===== config.mk =====
export PLATFORM = sky130hd
export DESIGN_NAME = adc_cal_sequencer
export DESIGN_NICKNAME = d
export VERILOG_FILES = /design/src/rtl/adc_cal_pkg.sv /design/src/rtl/adc_cal_regif.sv /design/src/rtl/adc_cal_timer.sv /design/src/rtl/adc_cal_ctrl.sv /design/src/rtl/adc_cal_sequencer.sv
export SDC_FILE = /design/constraint.sdc
export NUM_CORES = 1
export LEC_CHECK = 0
export CAP_MARGIN = 15
export CELL_PAD_IN_SITES_DETAIL_PLACEMENT = 1
export CELL_PAD_IN_SITES_GLOBAL_PLACEMENT = 2
export CORE_MARGIN = 2
export CORE_UTILIZATION = 27
export CTS_CLUSTER_SIZE = 24
export DETAILED_ROUTE_END_ITERATION = 12
export DONT_BUFFER_PORTS = 1
export PLACE_DENSITY_LB_ADDON = 0.1
export RECOVER_POWER = 25
export SKIP_CTS_REPAIR_TIMING = 1
export SYNTH_ARGS = -nofsm -noshare
export SYNTH_HDL_FRONTEND = slang
export SYNTH_HIERARCHICAL = 1
export SYNTH_SLANG_ARGS = --single-unit

===== constraint.sdc =====
create_clock -name clk -period 1.5 [get_ports clk]
set_clock_uncertainty 0.1 [all_clocks]
set_input_delay 0.075 -clock clk [delete_from_list [all_inputs] [get_ports clk]]
set_output_delay 0.075 -clock clk [all_outputs]
set_load 0.02 [all_outputs]

===== src/rtl/adc_cal_pkg.sv =====
package adc_cal_pkg;

   localparam int unsigned BIT_START = 7;
   localparam int unsigned BIT_FAIL  = 6;
   localparam int unsigned CTRL_BITS = 8;

   typedef enum logic {
      ST_IDLE = 1'b0,
      ST_RUN  = 1'b1
   } cal_state_e;

   typedef struct packed {
      logic any_wr;
      logic start_req;
      logic clr_req;
   } bus_cmd_t;

endpackage


===== src/rtl/adc_cal_regif.sv =====
module adc_cal_regif
   import adc_cal_pkg::*;
#(
   parameter int unsigned ADDR_W = 4,
   parameter int unsigned DATA_W = 32,
   parameter logic [ADDR_W-1:0] CTRL_ADDR = '0
) (
   input  logic              reg_wr,
   input  logic [ADDR_W-1:0] reg_addr,
   input  logic [DATA_W-1:0] reg_wdata,
   input  logic              busy,
   input  logic              fail,
   output bus_cmd_t          cmd,
   output logic [DATA_W-1:0] rdata
);

   logic                 ctrl_sel;
   logic [CTRL_BITS-1:0] ctrl_byte;
   logic [DATA_W-1:0]    ctrl_word;

   assign ctrl_sel = (reg_addr == CTRL_ADDR);

   always_comb begin
      cmd.any_wr    = reg_wr;
      cmd.start_req = reg_wr && ctrl_sel && reg_wdata[BIT_START];
      cmd.clr_req   = reg_wr && ctrl_sel && reg_wdata[BIT_FAIL];
   end

   always_comb begin
      ctrl_byte            = '0;
      ctrl_byte[BIT_START] = busy;
      ctrl_byte[BIT_FAIL]  = fail;
   end

   generate
      if (DATA_W == CTRL_BITS) begin : g_narrow
         assign ctrl_word = ctrl_byte;
      end else begin : g_wide
         assign ctrl_word = {{(DATA_W-CTRL_BITS){1'b0}}, ctrl_byte};
      end
   endgenerate

   assign rdata = ctrl_sel ? ctrl_word : '0;

endmodule


===== src/rtl/adc_cal_timer.sv =====
module adc_cal_timer #(
   parameter int unsigned RUN_CYCLES = 64
) (
   input  logic clk,
   input  logic rst_n,
   input  logic load,
   input  logic active,
   output logic expire
);

   generate
      if (RUN_CYCLES == 1) begin : g_single
         assign expire = active;
      end else begin : g_count
         localparam int unsigned CNT_W = $clog2(RUN_CYCLES);
         localparam logic [CNT_W-1:0] LOAD_VAL = CNT_W'(RUN_CYCLES - 1);

         logic [CNT_W-1:0] cnt_q;

         always_ff @(posedge clk or negedge rst_n) begin
            if (!rst_n) begin
               cnt_q <= '0;
            end else if (load) begin
               cnt_q <= LOAD_VAL;
            end else if (active && (cnt_q != '0)) begin
               cnt_q <= cnt_q - 1'b1;
            end
         end

         assign expire = active && (cnt_q == '0);
      end
   endgenerate

endmodule


===== src/rtl/adc_cal_ctrl.sv =====
module adc_cal_ctrl
   import adc_cal_pkg::*;
(
   input  logic     clk,
   input  logic     rst_n,
   input  bus_cmd_t cmd,
   input  logic     hw_trig_sel,
   input  logic     stop_req,
   input  logic     conv_active,
   input  logic     expire,
   output logic     load,
   output logic     busy,
   output logic     fail,
   output logic     done,
   output logic     abort
);

   cal_state_e state_q, state_d;
   logic       fail_q, fail_d;
   logic       done_q, abort_q;
   logic       launch, run_fail, run_end;

   always_comb begin
      launch   = (state_q == ST_IDLE) && cmd.start_req;
      run_fail = (state_q == ST_RUN) && (cmd.any_wr || hw_trig_sel || stop_req);
      run_end  = (state_q == ST_RUN) && expire && !run_fail;
   end

   always_comb begin
      state_d = state_q;
      case (state_q)
         ST_IDLE: if (launch) state_d = ST_RUN;
         ST_RUN:  if (run_fail || run_end) state_d = ST_IDLE;
         default: state_d = ST_IDLE;
      endcase
   end

   always_comb begin
      fail_d = fail_q;
      if (run_fail) begin
         fail_d = 1'b1;
      end else if ((state_q == ST_IDLE) && cmd.clr_req) begin
         fail_d = 1'b0;
      end
   end

   always_ff @(posedge clk or negedge rst_n) begin
      if (!rst_n) begin
         state_q <= ST_IDLE;
         fail_q  <= 1'b0;
         done_q  <= 1'b0;
         abort_q <= 1'b0;
      end else begin
         state_q <= state_d;
         fail_q  <= fail_d;
         done_q  <= run_fail || run_end;
         abort_q <= launch && conv_active;
      end
   end

   assign load  = launch;
   assign busy  = (state_q == ST_RUN);
   assign fail  = fail_q;
   assign done  = done_q;
   assign abort = abort_q;

endmodule


===== src/rtl/adc_cal_sequencer.sv =====
module adc_cal_sequencer
   import adc_cal_pkg::*;
#(
   parameter int unsigned ADDR_W     = 4,
   parameter int unsigned DATA_W     = 32,
   parameter int unsigned RUN_CYCLES = 64,
   parameter logic [ADDR_W-1:0] CTRL_ADDR = ADDR_W'(9)
) (
   input  logic              clk,
   input  logic              rst_n,
   input  logic              reg_wr,
   input  logic [ADDR_W-1:0] reg_addr,
   input  logic [DATA_W-1:0] reg_wdata,
   output logic [DATA_W-1:0] reg_rdata,
   input  logic              hw_trig_sel,
   input  logic              stop_req,
   input  logic              conv_active,
   output logic              conv_abort,
   output logic              cal_busy,
   output logic              cal_fail,
   output logic              cal_done
);

   generate
      if (RUN_CYCLES < 1) begin : g_bad_run
         $error("RUN_CYCLES must be at least 1");
      end
      if (DATA_W < CTRL_BITS) begin : g_bad_data
         $error("DATA_W must hold the control byte");
      end
      if (ADDR_W < 1) begin : g_bad_addr
         $error("ADDR_W must be at least 1");
      end
   endgenerate

   bus_cmd_t cmd;
   logic     load, expire;

   adc_cal_regif #(
      .ADDR_W   (ADDR_W),
      .DATA_W   (DATA_W),
      .CTRL_ADDR(CTRL_ADDR)
   ) u_regif (
      .reg_wr   (reg_wr),
      .reg_addr (reg_addr),
      .reg_wdata(reg_wdata),
      .busy     (cal_busy),
      .fail     (cal_fail),
      .cmd      (cmd),
      .rdata    (reg_rdata)
   );

   adc_cal_timer #(
      .RUN_CYCLES(RUN_CYCLES)
   ) u_timer (
      .clk   (clk),
      .rst_n (rst_n),
      .load  (load),
      .active(cal_busy),
      .expire(expire)
   );

   adc_cal_ctrl u_ctrl (
      .clk        (clk),
      .rst_n      (rst_n),
      .cmd        (cmd),
      .hw_trig_sel(hw_trig_sel),
      .stop_req   (stop_req),
      .conv_active(conv_active),
      .expire     (expire),
      .load       (load),
      .busy       (cal_busy),
      .fail       (cal_fail),
      .done       (cal_done),
      .abort      (conv_abort)
   );

endmodule


==> impl_metrics.py <==
metrics = {
    "synthesis": {
        "yosys_warnings": 6,
        "ys_seq_area_frac": 0.299,
        "synthesis.area_um2": 837,
        "synth_top_area_cell": "dfrtp_1",
        "synthCells": 90,
        "synthDistinctLibCells": 32,
        "ys_ff_latch": 10,
        "syn_area_per_cell_um2": 9.30,
        "netlist.area_leader.share": 0.299,
        "synth.area.top_cells": "dfrtp_1, buf_4, ha_1, nor2b_1, a32o_1",
    },
    "detailed_routing": {
        "initialDrtViolationCount": 3,
        "drc_errors": 0,
        "wl_per_cell_um": 12.9,
        "drt_wl_total_mm": 1.97,
        "postRouteAntennaNets": 0,
        "via_count": 654,
        "first_pass_iters": 2,
        "routed_via_density": 4.27,
    },
    "floorplan": {
        "fp.dieH_um": 59.7,
        "dieArea_mm2": 0.00356,
        "fp.dieW_um": 59.7,
        "ios": 78,
        "rows": 20,
        "coreArea_mm2": 0.00300,
        "start_util": 0.279,
    },
    "setup_path": {
        "crit_fanout": 3,
        "arrival_ns": 1.57,
        "path_buf_inv": 1,
        "path_class": "reg -> reg",
        "cpMaxStageDelayCell": "or4b_4",
        "cp_cell_sequence": "buf_4 -> or4b_4 -> a21oi_2 -> o31ai_2",
        "path_depth": 4,
        "critPathMaxStageDelay_ns": 0.54,
        "cp-end-kind": "register",
        "cp.required_ns": 1.55,
        "reg2reg_depth": 4,
        "startpoint_type": "register",
        "path_delay_family": "simple AND/OR/NAND/NOR gates",
    },
    "hold_path": {
        "worstHoldPathType": "in -> async",
    },
    "clock_network": {
        "cts_buffers": 3,
        "clockBufferDepth": 2,
        "cts_tree": "yes",
        "clockRootBuffer": "clkbuf_4",
        "path_clk_slew_ns": 0.08,
        "cts-htree-levels": 1,
        "clkLatencyLatePin_ns": 0.27,
        "cts.sinks": 10,
    },
    "finish": {
        "finalInstanceArea_mm2": 0.00108,
        "nFillCells": 364,
        "fin_cells": 153,
        "utilization": 0.358,
        "antenna_cells": 0,
        "final_nets": 165,
        "area_growth_pct": 28.5,
        "final_layout_size_suffix_gt1_frac": 0.375,
    },
    "status": {
        "status": "finished with violations",
        "violations": "setup timing",
    },
    "place": {
        "port_buffers": 0,
        "dp_hpwl_mm": 1.44,
        "gp_congestion": 0.680,
        "dpl_cell_area_um2": 927,
        "placed_cells": 139,
    },
    "sta": {
        "period_share": 1.02,
        "drv_slew": 0,
        "rsz0062_at_grt": "true",
        "fin_ws_ns": -0.0252,
        "report.final.setup_viol": 1,
        "hold_viol_final": 0,
        "post-route-min-period_ns": 1.53,
        "fmax_mhz": 656,
    },
    "global_route": {
        "grt_pass1_vias": 628,
        "grt_pass1_wl_mm": 2.80,
        "grtUsageTotal": 0.107,
        "antenna_found_initial": 0,
        "grt_max_degree": 11,
        "overflow": 0,
    },
    "power_and_ir_drop": {
        "power_density_mw_per_mm2": 1150,
        "p_leak_uw": 0.000525,
        "vdd_ir_drop_max_uv": 288,
    },
    "job": {
        "maxCapViolCount": 0,
    },
}
## path summary, 6_finish.rpt
| path | start | slack, ns | endpoint |
|---|---|---|---|
| max reg2reg | u_timer/g_count.cnt_q[1] | -0.03 | u_timer/g_count.cnt_q[3] |
| min in group clk | reg_addr[3] | 0.26 | u_ctrl/fail |
| min reg2reg | u_timer/g_count.cnt_q[4] | 0.47 | u_timer/g_count.cnt_q[4] |
| max in group asynchronous | rst_n | 0.84 | u_ctrl/busy |
| max | u_timer/g_count.cnt_q[1] | -0.03 | u_timer/g_count.cnt_q[3] |
| min | rst_n | 0.1 | u_ctrl/done |
## Yosys cell counts (all sizes together)
cell and number:
buf 32, dfrtp 10, and2 4, nor2 4, nor2b 4, a21oi 3
inv 3, nor3 3, o31ai 3, a311oi 2, a32o 2, and3 2
ha 2, nor4b 2, a21o 1, and4bb 1, clkbuf 1, conb 1
mux2i 1, nand2 1, nand2b 1, nand4 1, nand4bb 1, nor4 1
o21ai 1, o41ai 1, or3 1, or4b 1
## where the power goes
part	internal, uW	leakage (uW)	total, uW	switching [uW]
sequential	318	0.000112	373	54.9
combinational	339	0.000392	621	282
clock	147	0.0000210	249	102
## sequential cells by signal (all words and copies together), names as in the netlist
| signal | cells |
|---|---|
| u_ctrl/abort | 1 |
| u_timer/g_count.cnt_q | 6 |
| u_ctrl/fail | 1 |
| u_ctrl/busy | 1 |
| u_ctrl/done | 1 |
## cells in the final DEF (no fill, tap or decap), types with 2 or more instances in the layout
cell type / netlist / routed
dfrtp_1: 10 / 9
and2_1: 2 / 2
nor2_1: 3 / 3
o31ai_1: 2 / 2
inv_2: 0 / 2
buf_4: 32 / 23
and3_1: 2 / 2
and2_2: 2 / 2
dlygate4sd3_1: 0 / 6
clkbuf_4: 0 / 3
conb_1: 1 / 30
a21oi_1: 2 / 2
nor3_1: 3 / 3
nor2b_1: 4 / 3
## layer usage
layer | GRT usage | share of wire
met5 | 0 | 0
met4 | 0.0667 | 0.019
met3 | 0.0152 | 0.046
met2 | 0.186 | 0.53
met1 | 0.123 | 0.41
## cells by family (layout without fill, tap and decap cells)
kind of cell	Yosys count	after routing	share of synthesized area
buffers and inverters	36	37	0.305
AND/OR/NAND/NOR	27	27	0.224
AO/OA/AOI/OAI	13	13	0.126
flip-flops	10	10	0.299
adder cells (fa/ha/maj)	2	2	0.0299
other	1	30	0.00448
multiplexers	1	1	0.0120
## cell type report
cell class | instances | area, um2 | share of cell area
Multi-Input combinational cell | 73 | 492 | 0.457
Sequential cell | 10 | 251 | 0.234
Timing Repair Buffer | 30 | 244 | 0.227
Tap cell | 33 | 41.3 | 0.0384
Clock buffer | 4 | 36.3 | 0.0337
Inverter | 3 | 11.3 | 0.0105
## stage by stage
step           setup TNS (ns)  hold WS [ns]  total power, uW  setup slack, ns
2_1_floorplan               0        -0.321              710          0.00460
3_3_place_gp          -0.0693        -0.320              875          -0.0243
3_5_place_dp          -0.0929        -0.320              874          -0.0374
4_1_cts                -0.168        -0.623             1140          -0.0575
5_1_grt                -0.142         0.136             1350          -0.0672
6_report              -0.0252        0.0993             1240          -0.0252
Note: power is estimated with default switching activity, not from simulation.
